**config.mk**
```make
export PLATFORM = sky130hd
export DESIGN_NAME = rtc_trim_div
export DESIGN_NICKNAME = d
export VERILOG_FILES = /design/src/rtl/rtc_trim_pkg.sv /design/src/rtl/rtc_trim_regs.sv /design/src/rtl/rtc_trim_prediv.sv /design/src/rtl/rtc_trim_seconds.sv /design/src/rtl/rtc_trim_div.sv
export SDC_FILE = /design/constraint.sdc
export NUM_CORES = 1
export LEC_CHECK = 0
export BUFFER_PORTS_ARGS = -buffer_cell sky130_fd_sc_hd__buf_2
export CAP_MARGIN = 20
export CORE_ASPECT_RATIO = 1.2
export CORE_MARGIN = 2
export CORE_UTILIZATION = 48
export DETAILED_ROUTE_END_ITERATION = 7
export PLACE_DENSITY_LB_ADDON = 0.05
export SYNTH_ARGS = -nofsm -noshare
export SYNTH_HDL_FRONTEND = slang
export SYNTH_SLANG_ARGS = --single-unit
```
**constraint.sdc**
```tcl
create_clock -name clk -period 5.2 [get_ports clk]
set_clock_uncertainty 0.1 [all_clocks]
set_input_delay 0.78 -clock clk [delete_from_list [all_inputs] [get_ports clk]]
set_output_delay 0.78 -clock clk [all_outputs]
set_load 0.02 [all_outputs]
```
**src/rtl/rtc_trim_pkg.sv**
```systemverilog
package rtc_trim_pkg;
   localparam int WORD_W = 32;
   typedef logic [WORD_W-1:0] word_t;
endpackage

```
**src/rtl/rtc_trim_regs.sv**
```systemverilog
module rtc_trim_regs
   import rtc_trim_pkg::*;
#(
   parameter int ADDR_W = 8,
   parameter int TRIM_W = 16,
   parameter logic [TRIM_W-1:0] TRIM_RESET = '1,
   parameter logic [ADDR_W-1:0] TRIM_OFS = 8'h24
)(
   input  logic              clk,
   input  logic              rst_n,
   input  logic              valid,
   input  logic              we,
   input  logic [ADDR_W-1:0] addr,
   input  word_t             wdata,
   output word_t             rdata,
   output logic [TRIM_W-1:0] trim
);
   if (TRIM_W > WORD_W || TRIM_W < 2) begin : g_bad_width
      $error("rtc_trim_regs: TRIM_W must be between 2 and the word width");
   end
   if (TRIM_OFS[1:0] != 2'b00) begin : g_bad_ofs
      $error("rtc_trim_regs: TRIM_OFS must be word aligned");
   end

   logic [TRIM_W-1:0] trim_q;
   word_t             rdata_q;
   word_t             field_rd;
   logic              hit;

   assign hit = valid && (addr == TRIM_OFS);

   if (TRIM_W == WORD_W) begin : g_full
      assign field_rd = trim_q;
   end else begin : g_ext
      assign field_rd = {{(WORD_W-TRIM_W){1'b0}}, trim_q};
      logic unused_hi;
      assign unused_hi = ^wdata[WORD_W-1:TRIM_W];
   end

   always_ff @(posedge clk) begin
      if (!rst_n) begin
         trim_q  <= TRIM_RESET;
         rdata_q <= '0;
      end else begin
         if (hit && we) trim_q <= wdata[TRIM_W-1:0];
         rdata_q <= (hit && !we) ? field_rd : '0;
      end
   end

   assign rdata = rdata_q;
   assign trim  = trim_q;
endmodule

```
**src/rtl/rtc_trim_prediv.sv**
```systemverilog
module rtc_trim_prediv #(
   parameter int TRIM_W = 16,
   parameter logic [TRIM_W-1:0] DEF_RELOAD = '1
)(
   input  logic              clk,
   input  logic              rst_n,
   input  logic [TRIM_W-1:0] trim,
   input  logic              use_trim,
   output logic              wrap
);
   logic [TRIM_W-1:0] cnt_q;

   assign wrap = (cnt_q == '0);

   always_ff @(posedge clk) begin
      if (!rst_n)    cnt_q <= DEF_RELOAD;
      else if (wrap) cnt_q <= use_trim ? trim : DEF_RELOAD;
      else           cnt_q <= cnt_q - 1'b1;
   end
endmodule

```
**src/rtl/rtc_trim_seconds.sv**
```systemverilog
module rtc_trim_seconds #(
   parameter int SEC_W = 32,
   parameter int PERIOD_LOG2 = 6
)(
   input  logic             clk,
   input  logic             rst_n,
   input  logic             wrap,
   output logic [SEC_W-1:0] seconds,
   output logic             tick,
   output logic             period_last
);
   if (PERIOD_LOG2 < 1) begin : g_bad_period
      $error("rtc_trim_seconds: PERIOD_LOG2 must be at least 1");
   end

   logic [SEC_W-1:0] sec_q;
   logic             tick_q;

   always_ff @(posedge clk) begin
      if (!rst_n) begin
         sec_q  <= '0;
         tick_q <= 1'b0;
      end else begin
         tick_q <= wrap;
         if (wrap) sec_q <= sec_q + 1'b1;
      end
   end

   if (SEC_W >= PERIOD_LOG2) begin : g_shared
      assign period_last = &sec_q[PERIOD_LOG2-1:0];
   end else begin : g_own
      logic [PERIOD_LOG2-1:0] per_q;
      always_ff @(posedge clk) begin
         if (!rst_n)    per_q <= '0;
         else if (wrap) per_q <= per_q + 1'b1;
      end
      assign period_last = &per_q;
   end

   assign seconds = sec_q;
   assign tick    = tick_q;
endmodule

```
**src/rtl/rtc_trim_div.sv**
```systemverilog
module rtc_trim_div
   import rtc_trim_pkg::*;
#(
   parameter int ADDR_W = 8,
   parameter int PRE_W = 15,
   parameter int TRIM_W = 16,
   parameter int SEC_W = 32,
   parameter int PERIOD_LOG2 = 6,
   parameter logic [ADDR_W-1:0] TRIM_OFS = 8'h24
)(
   input  logic              clk,
   input  logic              rst_n,
   input  logic              reg_valid,
   input  logic              reg_we,
   input  logic [ADDR_W-1:0] reg_addr,
   input  logic [31:0]       reg_wdata,
   output logic [31:0]       reg_rdata,
   output logic              sec_tick,
   output logic [SEC_W-1:0]  seconds
);
   localparam logic [TRIM_W-1:0] DEF_RELOAD = TRIM_W'((64'd1 << PRE_W) - 1);

   if (PRE_W + 1 > TRIM_W) begin : g_bad_pre
      $error("rtc_trim_div: TRIM_W must exceed PRE_W so the trim can lengthen a second");
   end
   if (SEC_W < 1 || SEC_W > 64) begin : g_bad_sec
      $error("rtc_trim_div: SEC_W out of range");
   end

   logic [TRIM_W-1:0] trim;
   logic              wrap;
   logic              period_last;

   rtc_trim_regs #(
      .ADDR_W(ADDR_W), .TRIM_W(TRIM_W),
      .TRIM_RESET(DEF_RELOAD), .TRIM_OFS(TRIM_OFS)
   ) u_regs (
      .clk(clk), .rst_n(rst_n), .valid(reg_valid), .we(reg_we),
      .addr(reg_addr), .wdata(reg_wdata), .rdata(reg_rdata), .trim(trim)
   );

   rtc_trim_prediv #(.TRIM_W(TRIM_W), .DEF_RELOAD(DEF_RELOAD)) u_prediv (
      .clk(clk), .rst_n(rst_n), .trim(trim), .use_trim(period_last), .wrap(wrap)
   );

   rtc_trim_seconds #(.SEC_W(SEC_W), .PERIOD_LOG2(PERIOD_LOG2)) u_secs (
      .clk(clk), .rst_n(rst_n), .wrap(wrap),
      .seconds(seconds), .tick(sec_tick), .period_last(period_last)
   );
endmodule

```
Yosys cells after proc, flatten, opt, wreduce, memory -nomap -nowiden
Cells that the tools add are included.
{ "word_totals": {"register_bits": 97, "input_bits": 44, "output_inout_bits": 65, "wordCells": 18} }
{ "classes": {"addsub": 2, "n_eq_ne": 1, "mux": 2, "reduce_logical": 7} }
{ "ops": {"columns": ["op", "count"], "rows": [
  ["$add 32x1->32 const B", 1],
  ["$mux 16", 2],
  ["$logic_not 16->1", 1],
  ["$sub 16x1->16 const B", 1],
  ["$eq 8x6->1 const B", 1],
  ["$reduce_and 6->1", 1],
  ["$logic_and 1x1->1", 3],
  ["$reduce_and 2->1", 1],
  ["$logic_not 1->1", 1]
]} }

Depth between registers and ports, before layout
{ "depth": {"ltp_word": 4, "ltp_mapped": 7, "ltp_nobuf": 6} }

Cells and area by module
A second synthesis with hierarchy kept.
{ "unflattened": {"hier_cells": 427, "hier_area_um2": 3893.7} }
{ "modules_own_cells": {"columns": ["mod", "n_inst", "cells_per_inst", "area_each_um2", "seq_area_each_um2"], "rows": [
  ["rtc_trim_seconds", 1, 184, 1599.0, 660.6],
  ["rtc_trim_regs", 1, 131, 1338.8, 640.6],
  ["rtc_trim_prediv", 1, 112, 955.9, 320.3]
]} }

Worst setup path after synthesis
No wires, ideal clock.
{ "synth_path": {"path_type": "input to register", "start": "input port reg_addr[7]", "end": "register u_regs.trim_q[10] (netlist: u_regs.trim[10])", "setup_time_ns": 0.129, "arrival_time_ns": 1.996, "t_required_ns": 4.971, "slack_ns": 2.975, "cell_stages": 5, "path_buffers": 1, "cell_sequence": "nor4bb_1 -> nand4_1 -> buf_2 -> mux2i_1 -> nand2_1"} }
{ "synth_via": {"elab_chain_cells": 3} }
{ "synth_lines": {"columns": ["item", "line", "rtl"], "rows": [
  ["from (decl)", "rtc_trim_div.sv:15", "input logic [ADDR_W-1:0] reg_addr,"],
  ["$eq 8x6->1", "rtc_trim_regs.sv:30", "assign hit = valid && (addr == TRIM_OFS);"],
  ["$logic_and 1x1->1", "rtc_trim_regs.sv:30", null],
  ["$logic_and 1x1->1", "rtc_trim_regs.sv:45", "if (hit && we) trim_q <= wdata[TRIM_W-1:0];"],
  ["to (signal assigned)", "rtc_trim_regs.sv:45", null],
  ["to (decl)", "rtc_trim_regs.sv:25", "logic [TRIM_W-1:0] trim_q;"]
]} }
Every way passes these cells.
A chain may end at the register's enable or synchronous reset.

Worst setup path after layout
{ "layout_path": {"start": "register u_prediv.cnt_q[2]", "end": "register u_secs.sec_q[12] (netlist: u_secs.seconds[12])"} }
{ "layout_via": {"elab_chain_cells": 1} }
{ "layout_lines": {"columns": ["item", "line", "rtl"], "rows": [
  ["from (decl)", "rtc_trim_prediv.sv:11", "logic [TRIM_W-1:0] cnt_q;"],
  ["from (signal assigned)", "rtc_trim_prediv.sv:17", "else if (wrap) cnt_q <= use_trim ? trim : DEF_RELOAD;"],
  ["from (signal assigned)", "rtc_trim_prediv.sv:18", "else cnt_q <= cnt_q - 1'b1;"],
  ["$logic_not 16->1", "rtc_trim_prediv.sv:13", "assign wrap = (cnt_q == '0);"],
  ["to (signal assigned)", "rtc_trim_seconds.sv:25", "if (wrap) sec_q <= sec_q + 1'b1;"],
  ["to (decl)", "rtc_trim_seconds.sv:16", "logic [SEC_W-1:0] sec_q;"]
]} }
Every way passes these cells.

==> impl_metrics.yaml <==
synthesis:
  ys_seq_area_share_pct: 39.1
  synth_xor_area_share_pct: 0.844
  syn-cell-area_um2: 4150
  yosys.area_share.adder_pct: 0.904
  yosysUniqueCellTypes: 53
  synth_compound_area_share_pct: 11.6
  synthCells: 447
  synthMuxAreaShare_pct: 7.47
  syn_avg_cell_area_um2: 9.29
  synth_top_family_by_area: "simple AND/OR/NAND/NOR gates"
  synthSimpleGateAreaFrac_pct: 33.0
  netlist.area_leader.share_pct: 39.1
  synth_edf_count: 0
  synthArstFlopShare_pct: 0
  ys_top_cells_by_area: "dfxtp_1 (39%), mux2i_1 (7.5%), nand2_1 (4.2%), nor4_2 (3.3%), nand2b_1 (3.2%)"
  synth_seq_cells: 81
  ys.flop_type: "dfxtp_1"
  synth_top_area_cell: "dfxtp_1"
  ys_warn_count: 0
pwr:
  intPower_mw: 0.862
  power_switching_mw: 0.252
  p_seq_share_pct: 56.1
  clkPwrFrac_pct: 39.6
  leakage_nw: 2.04
  switching_share_pct: 22.6
  peakVddDrop_uv: 119
  power_density_nw_per_um2: 237
  combPwrFrac_pct: 4.4
timing:
  hold_violations: 0
  min_period_ns: 2.62
  worst_pin_slew_ns: 0.835
  finalSetupViolCount: 0
  slew_headroom_pct: 44.3
  rsz0062_at_grt: "no"
  fin_tns_setup_ns: 0
  period_share_pct: 50.4
  slew_viol_final: 0
  max_freq_ghz: 0.381
outcome:
  outcome: "finished clean"
layout:
  nets: 559
  n_antenna_cell: 0
  drive_gt1_share_pct: 24.4
  syn2layout_area_growth_pct: 13.3
  fillers: 836
  multiInputGateArea_um2: 2300
  ff_latch_area_um2: 1620
  stdcell_area_um2: 4700
  utilization_pct: 55.5
floorplanning:
  design.die.area_um2: 9410
  coreArea_um2: 8470
  rows: 37
  die_h_um: 106
  die_width_um: 88.9
  top_level_ports: 109
  initial_utilization_pct: 49.0
clock_tree:
  cts-resized-gates: 0
  clockRootBuffer: "clkbuf_8"
  cts_tree: "yes"
  clk_path_buf_depth: 2
  path_clk_slew_ns: 0.08
  clock_sinks: 81
  h-tree-depth: 3
  holdBufCountCts: 0
  cts_setup_buffers: 0
  cts_buffers: 9
  clk_latency_ns: 0.35
drt:
  wl_met2_um: 4730
  firstDrtPassIters: 4
  highest_layer: "met4"
  drt-met1-wl_um: 4220
  vias: 3457
  viasPerCell: 5.45
  wl_met3_um: 295
  drt_iter0_markers: 139
  final_antenna_net_count: 0
  drc: 0
  drt-total-wl_um: 9450
  wire_per_inst_um: 14.9
critical_path:
  end_kind: "register"
  cp.buffers_inverters: 0
  cp_top_family: "simple AND/OR/NAND/NOR gates"
  worstPathCellList: "nor4_4 > nand4_4 > o311ai_0 > o41ai_1"
  cpMaxStageDelayCell: "nand4_4"
  critPathLaunchType: "register"
  path_class: "reg -> reg"
  required_ns: 5.32
  critPathMaxFanout: 33
  arrival_ns: 2.75
  cpPeakStageDelay_ns: 0.66
global_routing:
  grt_max_degree: 80
  grt.overflow.total: 0
  grt_antenna_before_repair: 0
  grt_pass1_vias: 3251
  grt_pass1_wl_um: 15700
  gr-usage-all-layers_pct: 21.2
placement:
  placed_area_um2: 4510
  gp_congestion: 0.873
  portBuffers: 76
  dp.final_hpwl_um: 6420
worst_hold_path:
  min_path_type: "reg -> reg"
flow_run:
  maxCapViolCount: 0
[layer usage]
metal / track usage [%] / vias up
met5: 0 / -
met4: 10.1 / 0
met3: 3.21 / 14
met2: 35.3 / 82
met1: 26.2 / 1639
li1: - / 1722
[worst paths after layout]
path,from,endpoint,slack (ns),cells after the start
setup / recovery,u_prediv.cnt_q[2]$_SDFF_PN1_,u_secs.seconds[12]$_SDFFE_PN0P_,2.58,4
hold / removal,u_secs.seconds[31]$_SDFFE_PN0P_,u_secs.seconds[31]$_SDFFE_PN0P_,0.37,2
setup reg to reg,u_prediv.cnt_q[2]$_SDFF_PN1_,u_secs.seconds[12]$_SDFFE_PN0P_,2.58,4
hold reg to reg,u_secs.seconds[31]$_SDFFE_PN0P_,u_secs.seconds[31]$_SDFFE_PN0P_,0.37,2
[sequential cells by signal, summed over array words and instances, names as in the netlist]
signal          cells
u_secs.tick         1
u_secs.seconds     32
u_prediv.cnt_q     16
u_regs.rdata       16
u_regs.trim        16
[layout by cell type (no fill, tap or decap), types with 3 or more instances in the layout]
cell / n
or3_1: 9
nand3_1: 15
nor4_1: 7
xor2_1: 3
nor4_4: 4
o21ai_0: 15
o41ai_1: 8
mux2i_1: 31
buf_2: 76
and3_1: 12
o311ai_2: 3
nand4_4: 3
inv_1: 12
clkbuf_8: 13
nand2_1: 46
a21oi_1: 14
nor4_2: 11
ha_1: 3
conb_1: 16
and2_1: 19
o31ai_1: 9
nand2b_1: 21
nor2_1: 13
nor3_1: 22
nand4_1: 8
and4_1: 5
dfxtp_1: 81
buf_4: 3
o311ai_0: 3
nor2b_1: 3
[worst min-delay path, cell delays in order (launching register included)]
cell     delay, ns
dfxtp_1       0.32
nand2_1       0.05
mux2i_1       0.05
[per-stage QoR]
stage,cells,power [mW],setup slack [ns],hold WS (ns)
detailed placement,618,0.688,2.25,0.362
CTS,634,1.13,2.53,0.375
global placement,618,0.687,2.28,0.351
global route,634,1.16,2.35,0.403
finish,634,1.11,2.58,0.370
floorplan,462,0.680,2.97,0.352
[power groups by stage]
stage,Clock (mW),Sequential [mW],Combinational [mW]
after detailed placement,0,0.639,0.0482
final,0.441,0.625,0.0485
after global placement,0,0.640,0.0469
after global routing,0.485,0.625,0.0540
after floorplan,0,0.639,0.0414
after CTS,0.454,0.625,0.0485
[kinds of logic after synthesis]
logic type / count (synthesis)
compound gates: 64
xor+xnor: 4
fa+ha+maj: 3
buf+inv: 52
flops: 81
mux: 31
other cells: 1
simple gates: 211
[cell type report]
class | count | share of cell area, %
sequential | 81 | 34.5
tap | 117 | 3.11
clock inverter | 2 | 0.213
inverter | 12 | 0.957
timing repair buffer | 79 | 8.56
multi-input combinational | 329 | 48.8
clock buffer | 14 | 3.88
[cell usage after synthesis, types with 8 or more instances]
cell type / n
dfxtp_1: 81
nand2_1: 46
mux2i_1: 31
nor3_1: 22
nand2b_1: 21
and2_1: 19
buf_4: 16
clkbuf_1: 15
nand3_1: 15
o21ai_0: 15
a21oi_1: 14
nor2_1: 13
and3_1: 12
inv_1: 12
nor4_2: 11
o31ai_1: 9
or3_1: 9
nand4_1: 8
o41ai_1: 8
Power figures use the tool's default switching activity.
